File: config.mk
export PLATFORM = sky130hd
export DESIGN_NAME = frame_assembler
export DESIGN_NICKNAME = d
export VERILOG_FILES = /design/src/rtl/frame_assembler.sv
export SDC_FILE = /design/constraint.sdc
export NUM_CORES = 1
export LEC_CHECK = 0
export CAP_MARGIN = 20
export CORE_UTILIZATION = 25
export CTS_CLUSTER_SIZE = 10
export DETAILED_ROUTE_END_ITERATION = 8
export DONT_BUFFER_PORTS = 1
export GPL_TIMING_DRIVEN = 0
export PLACE_DENSITY = 0.5
export REMOVE_ABC_BUFFERS = 1
export SYNTH_ARGS = -nofsm -noshare
export SYNTH_HDL_FRONTEND = slang
export SYNTH_SLANG_ARGS = --single-unit
File: constraint.sdc
create_clock -name clk -period 1.5 [get_ports clk]
set_input_delay 0.15 -clock clk [delete_from_list [all_inputs] [get_ports clk]]
set_output_delay 0.15 -clock clk [all_outputs]
set_load 0.02 [all_outputs]
File: src/rtl/frame_assembler.sv
module frame_assembler #(
  parameter int ADDR_W = 16,
  parameter int DATA_W = 32
) (
  input  logic              clk,
  input  logic              rst,
  input  logic [7:0]        rx_byte,
  input  logic              rx_cs,
  input  logic              rx_wr,
  input  logic              mem_ack,
  output logic              frame_rdy,
  output logic [ADDR_W-1:0] frame_addr,
  output logic [DATA_W-1:0] frame_data
);
  localparam int FRAME_W = ADDR_W + DATA_W;
  localparam int NBYTES  = FRAME_W / 8;
  localparam int CNT_W   = $clog2(NBYTES);
  localparam int HOLD_W  = FRAME_W - 8;

  logic [HOLD_W-1:0] held;
  logic [CNT_W-1:0]  cnt;

  wire take = rx_cs & ~rx_wr & ~frame_rdy;
  wire last = (cnt == CNT_W'(NBYTES - 1));

  always_ff @(posedge clk) begin
    if (rst) begin
      cnt        <= '0;
      held       <= '0;
      frame_rdy  <= 1'b0;
      frame_addr <= '0;
      frame_data <= '0;
    end else begin
      if (frame_rdy && mem_ack)
        frame_rdy <= 1'b0;
      if (take) begin
        if (last) begin
          cnt                      <= '0;
          frame_rdy                <= 1'b1;
          {frame_addr, frame_data} <= {held, rx_byte};
        end else begin
          cnt  <= cnt + 1'b1;
          held <= {held[HOLD_W-9:0], rx_byte};
        end
      end
    end
  end
endmodule

After elaboration in Yosys (flattened, before gate mapping)
Cells that the tools add are included.
Widths: inputs -> output; s select.
Word-level totals
  input port bits: 13
  bits in registers: 92
  word-level logic and storage cells: 19
Operators by class
  mux-type cells: 4
  $add $sub $neg: 1
  eq/ne operators: 1
  reduce and logical (&&, ||, !) cells: 3
  bitwise operators: 5
Operators with widths (count)
  $reduce_and 2->1: 2
  $add 3x1->3 const B: 1
  $eq 3x3->1 const B: 1
  $mux 1: 3
  $mux 3: 1
  $not 1->1: 3
  $and 1x1->1: 2
  $logic_and 1x1->1: 1

Logic depth before layout (Yosys ltp)
Gate-level depths: netlist of run 1.
  word-level depth: 4
  gate-level depth with buffers: 5
  mapped depth without buffers: 3

Least setup slack after synthesis of run 1
No wires, ideal clock.
  kind: register -> register
  start: register frame_rdy
  end: register frame_data[7]
  data arrival time: 1.275 ns
  cell stages (with the launch flop): 6
  path buffers: 2
  clock period less this slack: 1.407 ns
  slack: 0.093 ns
  library setup time: 0.132 ns
  cell sequence: dfxtp_1 -> or3b_4 -> buf_6 -> buf_6 -> o21ai_1 -> a21oi_1
On the way
  word-level cells in the longest chain between the ends: 3
RTL lines
  start, declared: line 11  | output logic frame_rdy,
  start signal, assigned: line 30  | frame_rdy <= 1'b0;
  start signal, assigned: line 35  | frame_rdy <= 1'b0;
  start signal, assigned: line 39  | frame_rdy <= 1'b1;
  $not 1->1: line 23  | wire take = rx_cs & ~rx_wr & ~frame_rdy;
  $and 1x1->1: line 23
  $reduce_and 2->1 (no source line)
  end signal, assigned: line 40  | {frame_addr, frame_data} <= {held, rx_byte};
  end, declared: line 13  | output logic [DATA_W-1:0] frame_data
Every way passes these cells.
A chain may end at the register's enable or synchronous reset.

Worst setup path after layout of run 1
  start: register frame_rdy
  end: register frame_data[29]
Same word-level chain as after synthesis.

==> flow_metrics.py, run 1 <==
metrics = {
    "final_layout": {
        "multi_input_area_sq_um": 1630,
        "nets": 416,
        "area_growth_pct": 22.7,
        "fillers": 1502,
        "layout_commonest_cell": "dfxtp_1",
        "layout-drive-gt1-share_pct": 13.3,
        "final_cell_mix": "88 x dfxtp_1, 56 x a21oi_1, 55 x nand3_1, 48 x o21ai_1, 42 x nand2b_1",
        "seq_area_sq_um": 1850,
        "final_cells": 587,
        "antennaDiodeCount": 0,
        "finalInstanceArea_sq_um": 4490,
    },
    "detailed_routing": {
        "drt_wl_total_um": 10900,
        "vias_per_cell": 4.89,
        "first_pass_iters": 4,
        "drtAntennaViolNets": 0,
        "num_vias": 2872,
        "dr.first_iter.drc_count": 118,
        "wl_per_cell_um": 18.5,
        "drc_errors": 0,
    },
    "power": {
        "seqPwrFrac_pct": 50.4,
        "ir_drop_v": 0.000430,
        "p_clk_share_pct": 43.3,
        "p_leak_nw": 1.49,
        "switchingPower_mw": 1.15,
        "p_sw_share_pct": 23.4,
        "p_comb_share_pct": 6.3,
        "power_density_nw_per_um2": 1100,
        "p_int_mw": 3.76,
    },
    "floorplan": {
        "core_area_sq_um": 14100,
        "row_count": 43,
        "ios": 62,
        "initial_core_util_pct": 25.9,
        "die_y_um": 123,
        "die_x_um": 123,
        "die-area_sq_um": 15100,
    },
    "worst_setup_path": {
        "start_kind": "register",
        "max_stage_delay_ns": 0.49,
        "cp.arrival_ns": 1.69,
        "critical_path.slowest_cell": "or3b_4",
        "critPathKind": "register to register",
        "path_max_fanout": 7,
        "cp-end-kind": "register",
        "crit_chain": "or3b_4 -> buf_4 -> o21ai_0 -> a21oi_1",
        "reg2regPathDepth": 4,
        "cp.required_ns": 1.71,
    },
    "global_routing": {
        "grt_antenna_before_repair": 1,
        "grt-ovfl-total": 0,
        "track_usage_pct": 15.2,
        "first_global_vias": 2822,
        "grt_max_degree": 66,
        "grt_pass1_wl_um": 16500,
    },
    "hold_path": {
        "hold_class": "primary input to register",
        "hold_path_depth": 2,
    },
    "timing": {
        "fmax_mhz": 676,
        "worst_pin_slew_ns": 0.491,
        "finalSetupViolCount": 0,
        "finClkSkew_ns": 0.00673,
        "fin_crit_sh_pct": 98.6,
        "finalCriticalPeriod_ns": 1.48,
        "rsz0062_at_grt": "yes",
        "slew_headroom_pct": 67.3,
        "drv_slew": 0,
        "hold_viol_final": 0,
        "worst_hold_slack_ns": 0.0277,
    },
    "clocking": {
        "clk_pin_slew_ns": 0.07,
        "clkLatencyLatePin_ns": 0.34,
        "cts_made_buffers": 9,
        "cts_root_buffer": "clkbuf_16",
        "clk_path_buf_depth": 2,
        "cts_htree_levels": 3,
        "clkSinkCount": 92,
        "cts_tree": "built",
    },
    "logic_synthesis": {
        "ys_seq_area_share_pct": 50.4,
        "mappedNetlistArea_sq_um": 3650,
        "synth-simple-area-share_pct": 17.6,
        "ys_types": 25,
        "syn_inst": 386,
        "yosys_warnings": 0,
        "synth_top_family_by_area": "simple AND/OR/NAND/NOR gates",
        "muxShareOfSynthArea_pct": 9.59,
        "synth-seq-cells": 92,
        "synth_compound_area_share_pct": 15.6,
        "syn_area_per_cell_sq_um": 9.47,
        "synthAdderAreaFrac_pct": 0,
        "synth_xor_area_share_pct": 0.240,
    },
    "placed_design": {
        "dp_hpwl_um": 5160,
        "io_buffers": 0,
        "place_congestion": 0.661,
        "dp.cells": 535,
        "post_dp_cell_area_sq_um": 3750,
    },
    "run_status": {
        "status": "complete, no violations",
    },
    "flow_run": {
        "drv_cap": 0,
    },
}
critical path, delay by kind of cell (launching register included):
kind                   cells  cell delay [ns]
DFF                        1             0.41
buffers and inverters      1             0.20
AOI/OAI and AO/OA          2             0.26
and+or+nand+nor            1             0.49
Yosys cell counts:
cell / number / area [sq um]
a21oi_1: 56 / 280
and3b_2: 1 / 10.0
and4bb_2: 1 / 12.5
buf_2: 6 / 30.0
buf_4: 6 / 45.0
buf_6: 6 / 67.6
buf_8: 2 / 30.0
clkbuf_1: 14 / 52.6
clkbuf_2: 3 / 15.0
dfxtp_1: 92 / 1840
mux2i_1: 35 / 350
nand2_1: 1 / 3.75
nand2_2: 1 / 6.26
nand2b_1: 42 / 263
nand3_1: 55 / 275
nand3b_1: 1 / 7.51
nor2_1: 4 / 15.0
nor2_8: 1 / 20.0
nor2b_1: 1 / 6.26
nor3b_2: 1 / 12.5
o21ai_0: 5 / 25.0
o21ai_1: 46 / 230
o21ai_2: 4 / 35.0
or3b_4: 1 / 11.3
xnor2_1: 1 / 8.76
worst paths after layout:
kind | start | endpoint | slack [ns]
min | rst | held[22] | 0.03
min reg2reg | held[34] | frame_addr[10] | 0.46
max | frame_rdy | frame_data[29] | 0.02
max reg2reg | frame_rdy | frame_data[29] | 0.02
timing repair:
item	in CTS	in global routing
hold endpoints to repair	73	0
gates resized for setup	6	7
hold buffers	19	0
pin swaps	6	4
setup buffers	13	1
endpoints found under the setup margin	90	62
gates cloned	4	0
cells by family after synthesis:
logic type	after synthesis
xor gates and xnor gates	1
buffers and inverters	37
muxes	35
AOI/OAI and AO/OA	111
and+or+nand+nor	110
DFF	92
registers in the layout, indices dropped and copies added, names as in the netlist:
name and cells:
cnt 3, frame_addr 16, frame_data 32, frame_rdy 1
held 40
through the flow:
step / total power [mW] / utilization [%] / TNS (ns) / setup WS (ns)
2_1_floorplan: 2.64 / - / -78.51 / -1.49
3_3_place_gp: 2.69 / 25.8 / -181.85 / -3.41
3_5_place_dp: 2.70 / 26.6 / -37.02 / -0.660
4_1_cts: 5.00 / 31.7 / -0.0160 / -0.0157
5_1_grt: 5.13 / 31.8 / -0.182 / -0.0378
6_report: 4.92 / 31.8 / 0 / 0.0214
layer usage:
layer	vias to the layer above	GRT usage, %	wire length [um]
met5	-	0	0
met3	5	4.29	447
met1	1426	19.7	5310
met2	53	24.5	5020
li1	1388	-	-
met4	0	4.57	97
power groups by stage:
stage | clock network [mW] | registers, mW | logic, mW
finish | 2.13 | 2.48 | 0.310
global route | 2.32 | 2.48 | 0.332
CTS | 2.21 | 2.47 | 0.313
detailed placement | 0 | 2.53 | 0.174
global placement | 0 | 2.53 | 0.158
floorplan | 0 | 2.53 | 0.118
cell type report:
cell class | count | area share [%]
Multi-Input combinational cell | 261 | 36.4
Timing Repair Buffer | 39 | 11.3
Clock buffer | 11 | 5.41
Tap cell | 180 | 5.02
Sequential cell | 92 | 41.2
Clock inverter | 4 | 0.586
No activity file was read; power rests on OpenSTA's default activity.
==> run 2: changes to the inputs <==
- clock period: 1.5 -> 1.7 ns (I/O delays scaled with it)
==> flow_metrics.py, run 2 (synthesized netlist as in run 1, its figures left out) <==
metrics = {
    "timing": {
        "rsz0062_at_grt": "no",
        "slew_headroom_pct": 67.5,
        "finClkSkew_ns": 0.00608,
        "finalSetupViolCount": 0,
        "worst_hold_slack_ns": 0.0137,
        "fmax_mhz": 649,
        "worst_pin_slew_ns": 0.488,
        "finalCriticalPeriod_ns": 1.54,
        "hold_viol_final": 0,
        "fin_crit_sh_pct": 90.6,
        "drv_slew": 0,
    },
    "clocking": {
        "cts_htree_levels": 3,
        "clkLatencyLatePin_ns": 0.34,
        "clk_pin_slew_ns": 0.06,
        "clkSinkCount": 92,
        "clk_path_buf_depth": 2,
        "cts_tree": "built",
        "cts_made_buffers": 9,
        "cts_root_buffer": "clkbuf_16",
    },
    "final_layout": {
        "final_cells": 575,
        "reg.largest.list": "held (40), frame_data (32), frame_addr (16)",
        "largest_reg_flops": 40,
        "largest_register": "held",
        "antennaDiodeCount": 0,
        "area_growth_pct": 18.4,
        "nets": 404,
        "layout_commonest_cell": "dfxtp_1",
        "final_cell_mix": "91 x dfxtp_1, 56 x a21oi_1, 55 x nand3_1, 46 x o21ai_1, 42 x nand2b_1",
        "layout-drive-gt1-share_pct": 11.4,
    },
    "worst_setup_path": {
        "start_kind": "register",
        "cp.required_ns": 1.96,
        "timing.rr.start": "frame_rdy",
        "path_max_fanout": 7,
        "cp-endpoint": "held[12]",
        "reg2regPathDepth": 4,
        "critPathKind": "register to register",
        "rr_endpoint": "held[12]",
        "cp-end-kind": "register",
        "cp.arrival_ns": 1.80,
        "r2r_setup_slack_ns": 0.16,
        "cp-startpoint": "frame_rdy",
    },
    "floorplan": {
        "die_y_um": 123,
        "row_count": 43,
        "die-area_sq_um": 15100,
        "ios": 62,
        "die_x_um": 123,
        "core_area_sq_um": 14100,
        "initial_core_util_pct": 25.9,
    },
    "global_routing": {
        "first_global_vias": 2719,
        "grt_max_degree": 61,
        "track_usage_pct": 14.5,
        "grt_pass1_wl_um": 15800,
        "grt-ovfl-total": 0,
        "grt_antenna_before_repair": 0,
    },
    "flow_run": {
        "drv_cap": 0,
    },
    "run_status": {
        "status": "complete, no violations",
    },
    "power": {
        "ir_drop_v": 0.000400,
        "power_density_nw_per_um2": 997,
        "p_leak_nw": 1.43,
    },
    "placed_design": {
        "dp.cells": 535,
        "place_congestion": 0.661,
        "io_buffers": 0,
        "dp_hpwl_um": 5160,
    },
    "detailed_routing": {
        "drc_errors": 0,
        "drtAntennaViolNets": 0,
        "dr.first_iter.drc_count": 100,
        "wl_per_cell_um": 17.9,
        "drt_wl_total_um": 10300,
        "vias_per_cell": 4.90,
        "first_pass_iters": 4,
        "num_vias": 2818,
    },
    "hold_path": {
        "hold_class": "primary input to register",
    },
}
run 2: cell types whose count changed in the layout (fill, tap and decap cells not counted), sizes merged:
cell	change
dlygate4sd3	-7
buf	-4
and3b	-1
run 2: layer usage:
layer / vias to the layer above / GRT usage [%] / routed length (um)
met2: 56 / 24.1 / 4910
li1: 1367 / - / -
met3: 7 / 4.29 / 458
met5: - / 0 / 0
met1: 1388 / 17.9 / 4820
met4: 0 / 4.57 / 111
run 2: worst min path at each step:
stage               from             to  slack [ns]  cells after the start
floorplan            rst  frame_addr[0]        0.24                      1
global placement     rst  frame_data[9]        0.25                      1
detailed placement   rst  frame_data[1]        0.25                      1
CTS                  rst       held[25]      0.0008                      2
global route         rst       held[27]       0.004                      2
finish               rst       held[25]        0.01                      2
run 2: worst max-delay path, stage by stage (launching register included):
cell	delay, ns
dfxtp_2	0.41
or3b_4	0.53
nor2_8	0.17
buf_12	0.14
mux2i_1	0.21
run 2: area by class of cell:
type | count | area, sq um
Fill cell | 1495 | 9770
Sequential cell | 92 | 1840
Multi-Input combinational cell | 260 | 1620
Timing Repair Buffer | 28 | 370
Clock buffer | 11 | 243
Tap cell | 180 | 225
Clock inverter | 4 | 26.3
run 2: power by group:
part           switching, mW  total (mW)  internal (mW)
combinational          0.141       0.257          0.115
sequential            0.0109        2.18           2.17
clock                  0.853        1.87           1.02
run 2: timing repair:
| item | CTS | global route |
|---|---|---|
| cloned | 3 | 0 |
| pin swaps | 5 | 0 |
| resized for setup | 3 | 2 |
| endpoints found under the setup margin | 84 | 39 |
| setup buffers | 10 | 0 |
| hold buffers | 12 | 0 |
| hold endpoints to repair | 67 | 0 |
run 2: per-stage QoR:
| stage | TNS [ns] | utilization (%) | area [sq um] | worst slack, ns | power, mW |
|---|---|---|---|---|---|
| after CTS | 0 | 30.7 | 4320 | 0.0286 | 4.40 |
| after global placement | -163.85 | 25.8 | 3640 | -3.21 | 2.37 |
| after floorplan | -60.51 | - | 3410 | -1.29 | 2.33 |
| final | 0 | 30.7 | 4330 | 0.160 | 4.31 |
| after detailed placement | -19.36 | 26.6 | 3750 | -0.460 | 2.38 |
| after global routing | 0 | 30.7 | 4330 | 0.0481 | 4.50 |
